`src/rtl/fbscan_pkg.sv`:
```
package fbscan_pkg;

  // strobes and mode bits handed from control to datapath each cycle
  typedef struct packed {
    logic fetch;    // a pixel address is issued this cycle
    logic rotate;   // active frame scans in reversed order
    logic enable;   // active frame shows colour
  } scanCmd_t;

  localparam int CTL_EN_BIT  = 0;
  localparam int CTL_ROT_BIT = 1;

endpackage

```
`src/rtl/fbscan_ctrl.sv`:
```
module fbscan_ctrl
  import fbscan_pkg::*;
#(
  parameter int H_VIS     = 640,
  parameter int V_VIS     = 480,
  parameter int ADDR_W    = 32,
  parameter int BASE_KEEP = 11,
  localparam int XW = $clog2(H_VIS),
  localparam int YW = $clog2(V_VIS)
) (
  input  logic                 clk,
  input  logic                 rstN,
  input  logic                 regWrEn,
  input  logic                 regSel,
  input  logic [ADDR_W-1:0]    regWrData,
  input  logic                 frameStart,
  input  logic                 pixEn,
  output logic [BASE_KEEP-1:0] baseHi,
  output logic [XW-1:0]        xPos,
  output logic [YW-1:0]        yPos,
  output scanCmd_t             cmd
);

  localparam int LOW_W = ADDR_W - BASE_KEEP;
  localparam logic [XW-1:0] X_LAST = XW'(H_VIS - 1);
  localparam logic [YW-1:0] Y_LAST = YW'(V_VIS - 1);

  logic [BASE_KEEP-1:0] shBase, actBase;
  logic [1:0]           shCtl, actCtl;
  logic                 running;
  logic                 step;
  logic                 unusedWrBits;

  assign unusedWrBits = ^regWrData[LOW_W-1:2];

  // shadow registers: written by software at any time
  always_ff @(posedge clk or negedge rstN) begin
    if (!rstN) begin
      shBase <= '0;
      shCtl  <= '0;
    end else if (regWrEn) begin
      if (regSel) shCtl  <= regWrData[1:0];
      else        shBase <= regWrData[ADDR_W-1 -: BASE_KEEP];
    end
  end

  // active copies: only loaded at frame start
  always_ff @(posedge clk or negedge rstN) begin
    if (!rstN) begin
      actBase <= '0;
      actCtl  <= '0;
    end else if (frameStart) begin
      actBase <= shBase;
      actCtl  <= shCtl;
    end
  end

  assign step = pixEn && running && !frameStart;

  // raster counters
  always_ff @(posedge clk or negedge rstN) begin
    if (!rstN) begin
      xPos    <= '0;
      yPos    <= '0;
      running <= 1'b0;
    end else if (frameStart) begin
      xPos    <= '0;
      yPos    <= '0;
      running <= 1'b1;
    end else if (step) begin
      if (xPos == X_LAST) begin
        xPos <= '0;
        if (yPos == Y_LAST) begin
          yPos    <= '0;
          running <= 1'b0;
        end else begin
          yPos <= yPos + 1'b1;
        end
      end else begin
        xPos <= xPos + 1'b1;
      end
    end
  end

  assign baseHi     = actBase;
  assign cmd.fetch  = step;
  assign cmd.rotate = actCtl[CTL_ROT_BIT];
  assign cmd.enable = actCtl[CTL_EN_BIT];


  restart_origin_chk: assert property (@(posedge clk) disable iff (!rstN)
    frameStart |=> (xPos == '0 && yPos == '0 && running));


  cfg_hold_chk: assert property (@(posedge clk) disable iff (!rstN)
    !frameStart |=> ($stable(actBase) && $stable(actCtl)));


  frame_end_chk: assert property (@(posedge clk) disable iff (!rstN)
    (step && xPos == X_LAST && yPos == Y_LAST) |=> !running);


  idle_hold_chk: assert property (@(posedge clk) disable iff (!rstN)
    (!pixEn && !frameStart) |=> ($stable(xPos) && $stable(yPos)));


  x_range_chk: assert property (@(posedge clk) disable iff (!rstN)
    (xPos <= X_LAST) && (yPos <= Y_LAST));

endmodule

```
`src/rtl/fbscan_dp.sv`:
```
module fbscan_dp
  import fbscan_pkg::*;
#(
  parameter int H_VIS     = 640,
  parameter int V_VIS     = 480,
  parameter int ROW_PITCH = 1024,
  parameter int ADDR_W    = 32,
  parameter int BASE_KEEP = 11,
  localparam int XW = $clog2(H_VIS),
  localparam int YW = $clog2(V_VIS)
) (
  input  logic                 clk,
  input  logic                 rstN,
  input  scanCmd_t             cmd,
  input  logic [BASE_KEEP-1:0] baseHi,
  input  logic [XW-1:0]        xPos,
  input  logic [YW-1:0]        yPos,
  input  logic [ADDR_W-1:0]    pixWord,
  output logic                 fetchValid,
  output logic [ADDR_W-1:0]    fetchAddr,
  output logic                 rgbValid,
  output logic [7:0]           red,
  output logic [7:0]           green,
  output logic [7:0]           blue
);

  localparam int LOW_W = ADDR_W - BASE_KEEP;
  localparam logic [XW-1:0] X_LAST = XW'(H_VIS - 1);
  localparam logic [YW-1:0] Y_LAST = YW'(V_VIS - 1);

  logic [XW-1:0]     xEff;
  logic [YW-1:0]     yEff;
  logic [ADDR_W-1:0] wordIdx;
  logic [ADDR_W-1:0] baseAddr;
  logic              vld1, en1;
  logic              unusedTop;

  // mirror both axes for a half-turn scan
  assign xEff = cmd.rotate ? (X_LAST - xPos) : xPos;
  assign yEff = cmd.rotate ? (Y_LAST - yPos) : yPos;

  assign wordIdx   = ADDR_W'(yEff) * ADDR_W'(ROW_PITCH) + ADDR_W'(xEff);
  assign baseAddr  = {baseHi, {LOW_W{1'b0}}};
  assign fetchAddr = baseAddr + (wordIdx << 2);
  assign fetchValid = cmd.fetch;

  assign unusedTop = ^pixWord[ADDR_W-1:24];

  // stage 1: remember that a fetch went out and with which enable
  always_ff @(posedge clk or negedge rstN) begin
    if (!rstN) begin
      vld1 <= 1'b0;
      en1  <= 1'b0;
    end else begin
      vld1 <= cmd.fetch;
      en1  <= cmd.enable;
    end
  end

  // stage 2: unpack returned word
  always_ff @(posedge clk or negedge rstN) begin
    if (!rstN) begin
      rgbValid <= 1'b0;
      red      <= '0;
      green    <= '0;
      blue     <= '0;
    end else begin
      rgbValid <= vld1;
      if (vld1 && en1) begin
        red   <= pixWord[23:16];
        green <= pixWord[15:8];
        blue  <= pixWord[7:0];
      end else begin
        red   <= '0;
        green <= '0;
        blue  <= '0;
      end
    end
  end


  pixel_latency_chk: assert property (@(posedge clk) disable iff (!rstN)
    rgbValid |-> $past(cmd.fetch, 2));


  black_idle_chk: assert property (@(posedge clk) disable iff (!rstN)
    !rgbValid |-> (red == '0 && green == '0 && blue == '0));


  word_align_chk: assert property (@(posedge clk) disable iff (!rstN)
    fetchValid |-> (fetchAddr[1:0] == 2'b00));


  base_floor_chk: assert property (@(posedge clk) disable iff (!rstN)
    fetchValid |-> (fetchAddr[ADDR_W-1 -: BASE_KEEP] >= baseHi));

endmodule

```
`src/rtl/fbscan_top.sv`:
```
module fbscan_top
  import fbscan_pkg::*;
#(
  parameter int H_VIS     = 640,
  parameter int V_VIS     = 480,
  parameter int ROW_PITCH = 1024,
  parameter int ADDR_W    = 32,
  parameter int BASE_KEEP = 11
) (
  input  logic              clk,
  input  logic              rstN,
  input  logic              regWrEn,
  input  logic              regSel,
  input  logic [ADDR_W-1:0] regWrData,
  input  logic              frameStart,
  input  logic              pixEn,
  output logic              fetchValid,
  output logic [ADDR_W-1:0] fetchAddr,
  input  logic [ADDR_W-1:0] pixWord,
  output logic              rgbValid,
  output logic [7:0]        red,
  output logic [7:0]        green,
  output logic [7:0]        blue
);

  localparam int XW = $clog2(H_VIS);
  localparam int YW = $clog2(V_VIS);

  scanCmd_t             cmd;
  logic [BASE_KEEP-1:0] baseHi;
  logic [XW-1:0]        xPos;
  logic [YW-1:0]        yPos;

  fbscan_ctrl #(
    .H_VIS(H_VIS), .V_VIS(V_VIS), .ADDR_W(ADDR_W), .BASE_KEEP(BASE_KEEP)
  ) uCtrl (
    .clk(clk), .rstN(rstN),
    .regWrEn(regWrEn), .regSel(regSel), .regWrData(regWrData),
    .frameStart(frameStart), .pixEn(pixEn),
    .baseHi(baseHi), .xPos(xPos), .yPos(yPos), .cmd(cmd)
  );

  fbscan_dp #(
    .H_VIS(H_VIS), .V_VIS(V_VIS), .ROW_PITCH(ROW_PITCH),
    .ADDR_W(ADDR_W), .BASE_KEEP(BASE_KEEP)
  ) uDp (
    .clk(clk), .rstN(rstN), .cmd(cmd), .baseHi(baseHi),
    .xPos(xPos), .yPos(yPos), .pixWord(pixWord),
    .fetchValid(fetchValid), .fetchAddr(fetchAddr),
    .rgbValid(rgbValid), .red(red), .green(green), .blue(blue)
  );


  no_fetch_idle_chk: assert property (@(posedge clk) disable iff (!rstN)
    !pixEn |-> !fetchValid);


  no_fetch_restart_chk: assert property (@(posedge clk) disable iff (!rstN)
    frameStart |-> !fetchValid);

endmodule

```
`config.mk`:
```
export PLATFORM = sky130hd
export DESIGN_NAME = fbscan_top
export DESIGN_NICKNAME = d
export VERILOG_FILES = /design/src/rtl/fbscan_pkg.sv /design/src/rtl/fbscan_ctrl.sv /design/src/rtl/fbscan_dp.sv /design/src/rtl/fbscan_top.sv
export SDC_FILE = /design/constraint.sdc
export NUM_CORES = 1
export LEC_CHECK = 0
export ABC_AREA = 1
export BUFFER_PORTS_ARGS = -buffer_cell sky130_fd_sc_hd__buf_2
export CAP_MARGIN = 20
export CORE_ASPECT_RATIO = 0.5
export CORE_MARGIN = 4
export CORE_UTILIZATION = 40
export DETAILED_ROUTE_END_ITERATION = 8
export GPL_TIMING_DRIVEN = 1
export PLACE_DENSITY = 0.68
export REMOVE_ABC_BUFFERS = 1
export SYNTH_ARGS = -nofsm -noshare
export SYNTH_HDL_FRONTEND = slang
export SYNTH_SLANG_ARGS = --single-unit
```
`constraint.sdc`:
```
create_clock -name clk -period 1.7 [get_ports clk]
set_input_delay 0 -clock clk [delete_from_list [all_inputs] [get_ports clk]]
set_output_delay 0 -clock clk [all_outputs]
set_load 0.01 [all_outputs]
```
After elaboration in Yosys (flattened, before gate mapping). Index checks and enable logic that the tools add are counted.

Output and inout port bits: 58. Input bits: 70. Word-level logic and storage cells: 49. Bits in registers: 73.

Muxes and demuxes: 16. $add $sub $neg: 6. Reduce and logical (&&, ||, !) cells: 11. Bitwise logic cells: 1. Equal/unequal tests: 2.

Operators by type and width (count): two-way mux 9 bit (5); two-way mux 10 bit (4); adder 32 bit (1); two-way mux 8 bit (3); adder 19 x 10 -> 20 bit (1); adder 10 x 1 -> 10 bit, second input constant (1); == test 10 bit, second input constant (1); subtractor 10 bit, first input constant (1); adder 9 x 1 -> 9 bit, second input constant (1); == test 9 bit, second input constant (1); subtractor 9 bit, first input constant (1); AND reduction 2 bit (3); nonzero test 2 bit (3); two-way mux 1 bit (4); logical AND 1 bit (3); AND reduction 3 bit (1); zero test 1 bit (1); inverter 1 bit (1).

Depth between registers and ports, before layout.
Word-level depth: 5. Mapped depth: 10. Gate-level depth less buffers: 10.

Modules after synthesis. Synthesis repeated with hierarchy kept, for this count alone.

Cells, all modules: 384. Area, all modules: 3467.1 µm².

By module, submodules not included: fbscan_ctrl (sequential area each 1151.1 µm², area an instance 2219.6 µm², cells an instance 252, instances 1); fbscan_dp (sequential area each 675.6 µm², area an instance 1247.4 µm², cells an instance 132, instances 1).

Least setup slack after synthesis. Ideal clock, no wire load.

Path kind: register -> register. Start: register uCtrl.xPos[7]. End: register uCtrl.yPos[3]. Buffers on the path: 1. Data arrival time: 1.259 ns. Library setup time: 0.118 ns. Period minus slack after synthesis: 1.377 ns. Path slack: 0.323 ns. Cell stages (with the launch flop): 11. Required time: 1.582 ns. Cells stage by stage: dfrtp_1 -> inv_1 -> ha_1 -> nand2_1 -> nor2_1 -> nand2_2 -> nand2_4 -> nand2_4 -> buf_6 -> nand2_2 -> o21ai_2.

Word-level cells in the longest chain between the ends: 3.

Ends and longest elaborated chain: from (decl) (line fbscan_ctrl.sv:19) `output logic [XW-1:0] xPos,`; from (signal assigned) (line fbscan_ctrl.sv:80) `xPos <= xPos + 1'b1;`; == test 10 bit (line fbscan_ctrl.sv:71) `if (xPos == X_LAST) begin`; nonzero test 2 bit (no line); AND reduction 2 bit (no line); to (signal assigned) (line fbscan_ctrl.sv:77) `yPos <= yPos + 1'b1;`; to (decl) (line fbscan_ctrl.sv:20) `output logic [YW-1:0] yPos,`.

No other way between the ends. A chain may end at the register's enable or synchronous reset.

Final worst setup path.
Start: register uCtrl.xPos[8]. End: register uCtrl.yPos[8].

Same word-level chain as after synthesis.

==> flow_summary.ini <==
[pwr]
leakagePower_nw = 2.55
peakVddDrop_mv = 0.581
powerDensity_nw_per_um2 = 1020
total_power_mw = 4.77

[synth]
synthCells = 353
ys.flop_type = dfrtp_1
yosys-top-cells-area = dfrtp_1 55%, nand2_1 10%, xor2_1 5.1%, inv_1 4.9%, nor2_1 4.7%
synthArstFlopShare = 1.00
ys_seq_area_frac = 0.555
yosys.cell_types.count = 28
yosys.area.top_type = dfrtp_1
synthTopCellsByCount = 92 x nand2_1, 73 x dfrtp_1, 43 x inv_1
synth-edff-count = 0
syn_area_sq_um = 3290
ys_warn_count = 0
synth.most_common_cell = nand2_1
yosys.area.top_type_share = 0.555
ys_ff_latch = 73
syn_avg_cell_area_sq_um = 9.33

[final_layout]
fin_nets = 574
fin_area_sq_um = 4660
area_growth_pct = 41.5
finish.utilization = 0.582
final_cells = 615
diodes = 0
layout-drive-gt1-share = 0.306

[setup_path]
start_kind = flip-flop
path_buf_inv = 1
max_stage_delay_ps = 390
arrival_ps = 1790
critical_path.most_common_cell = nand2_1
path_max_fanout = 13
crit_type = reg -> reg
required_ps = 1960
cp_top_family = simple AND/OR/NAND/NOR gates
crit_chain = inv_1, ha_1, nand2_1, nor2_1, nand2_2, nand2_4, nand2_4, nor2_4, nand2_1, nand2_1
end_kind = flip-flop
cp_slowest_cell = dfrtp_1

[sta]
setup_viol = 0
hold_viol_final = 0
clock_skew_ps = 5.06
slew_viol_final = 0
fmax_mhz = 656
fin_ws_ps = 175
min_period_ps = 1520
period_share = 0.897
rsz0062_at_grt = false
tns_ps = 0
hold_slack_ps = 54.1

[floorplanning]
die_h_um = 72.2
fp.coreArea_sq_um = 8000
num_io_pins = 128
die_x_um = 136
design.die.area_sq_um = 9840
start_util = 0.412
placementRows = 23

[status]
outcome = finished clean

[route]
drc = 0
ant_nets = 0
dr.pass1.iters = 4
viasPerCell = 4.40
drt_iter0_drc = 197
via_count = 2707
wl_per_cell_um = 12.1
totalWireLength_um = 7460

[global_route]
grt_antenna_before_repair = 0
grt_usage = 0.161
grt_overflow_total = 0
grt_pass1_wl_um = 12400
grt_max_degree = 32
grt_pass1_vias = 2663

[cts]
cts_tree = built
cts.sinks = 73
insertion_delay_ps = 320
path_clk_slew_ps = 60
h-tree-depth = 3
cts_buffers = 9
cts_buffer_depth = 2
cts-root-buf = clkbuf_16

[place]
io_buffers = 98
dp.cells = 559
dpl.hpwl_um = 5050
place_ws_ps = 152
dpl_cell_area_sq_um = 3920
gp_congestion = 0.778

[flow_run]
cap_viol_max_count = 0

[min_path]
hold_path.class = in -> reg
[state kept, by name, indices dropped and copies added (netlist names)]
| name | flops |
|---|---|
| uDp.en1 | 1 |
| uCtrl.running | 1 |
| uDp.vld1 | 1 |
| uCtrl.shBase | 11 |
| uCtrl.actCtl | 2 |
| uDp.red | 8 |
| uCtrl.yPos | 9 |
| uCtrl.shCtl | 2 |
| uDp.green | 8 |
| uCtrl.baseHi | 11 |
| uDp.blue | 8 |
| uDp.rgbValid | 1 |
| uCtrl.xPos | 10 |
[layer usage]
layer / routed length (um) / track usage
met1: 3080 / 0.190
met3: 309 / 0.0464
met2: 3890 / 0.280
met4: 179 / 0.0670
met5: 0 / 0
[path summary, 6_finish.rpt]
kind	end	cells past startpoint	from	slack [ps]
max	uCtrl.yPos[8]	10	uCtrl.xPos[8]	180
min	uCtrl.shCtl[0]	3	regSel	50
max reg2reg	uCtrl.yPos[8]	10	uCtrl.xPos[8]	180
min reg2reg	uDp.en1	0	uCtrl.actCtl[0]	370
max in group asynchronous	uCtrl.baseHi[10]	3	rstN	1010
min in group asynchronous	uCtrl.yPos[7]	2	rstN	140
[power breakdown]
part	switching [mW]	internal, mW	total, mW
clock	0.682	1.36	2.04
combinational	0.380	0.356	0.735
sequential	0.108	1.89	1.99
[repair_timing]
action / CTS / global route
endpoints found under the hold margin: 111 / 0
hold buffers: 40 / 0
endpoints found under the setup margin: 0 / 2
resized for setup: 0 / 2
buffers inserted: 0 / 0
[cell families (layout without fill, tap and decap cells)]
group / count (synthesis) / count (layout) / share of synthesized area
xor+xnor: 20 / 20 / 0.0532
mux: 13 / 13 / 0.0445
flops: 73 / 73 / 0.555
compound gates: 16 / 16 / 0.0274
buf+inv: 60 / 209 / 0.0790
simple gates: 164 / 164 / 0.217
fa+ha+maj: 6 / 6 / 0.0228
other cells: 1 / 2 / 0.00114
[tightest hold or removal path: stages]
cell and delay, ps:
buf_2 100, nand2_1 90, mux2_2 150
[cell type report]
class                      instances  area, sq um
timing repair buffer             147          973
inverter                          46          175
tap                              112          140
clock buffer                      11          253
clock inverter                     5         77.6
sequential                        73         1830
fill                             723         3340
multi-input combinational        221         1210
[placed cells by master, fill, tap and decap left out, drive strengths merged]
| cell | count |
|---|---|
| buf | 107 |
| nand2 | 99 |
| dfrtp | 73 |
| inv | 46 |
| nor2 | 45 |
| dlygate4sd3 | 40 |
| xor2 | 19 |
| mux2 | 13 |
| nand3 | 12 |
| clkbuf | 11 |
| o21ai | 10 |
| ha | 6 |
| a21oi | 5 |
| nor3b | 2 |
| nand4 | 2 |
| nand3b | 2 |
| nor3 | 2 |
| conb | 2 |
| clkinv | 2 |
| bufinv | 2 |
| a21boi | 1 |
| xnor2 | 1 |
| clkinvlp | 1 |
No activity file was read; power rests on OpenSTA's default activity.
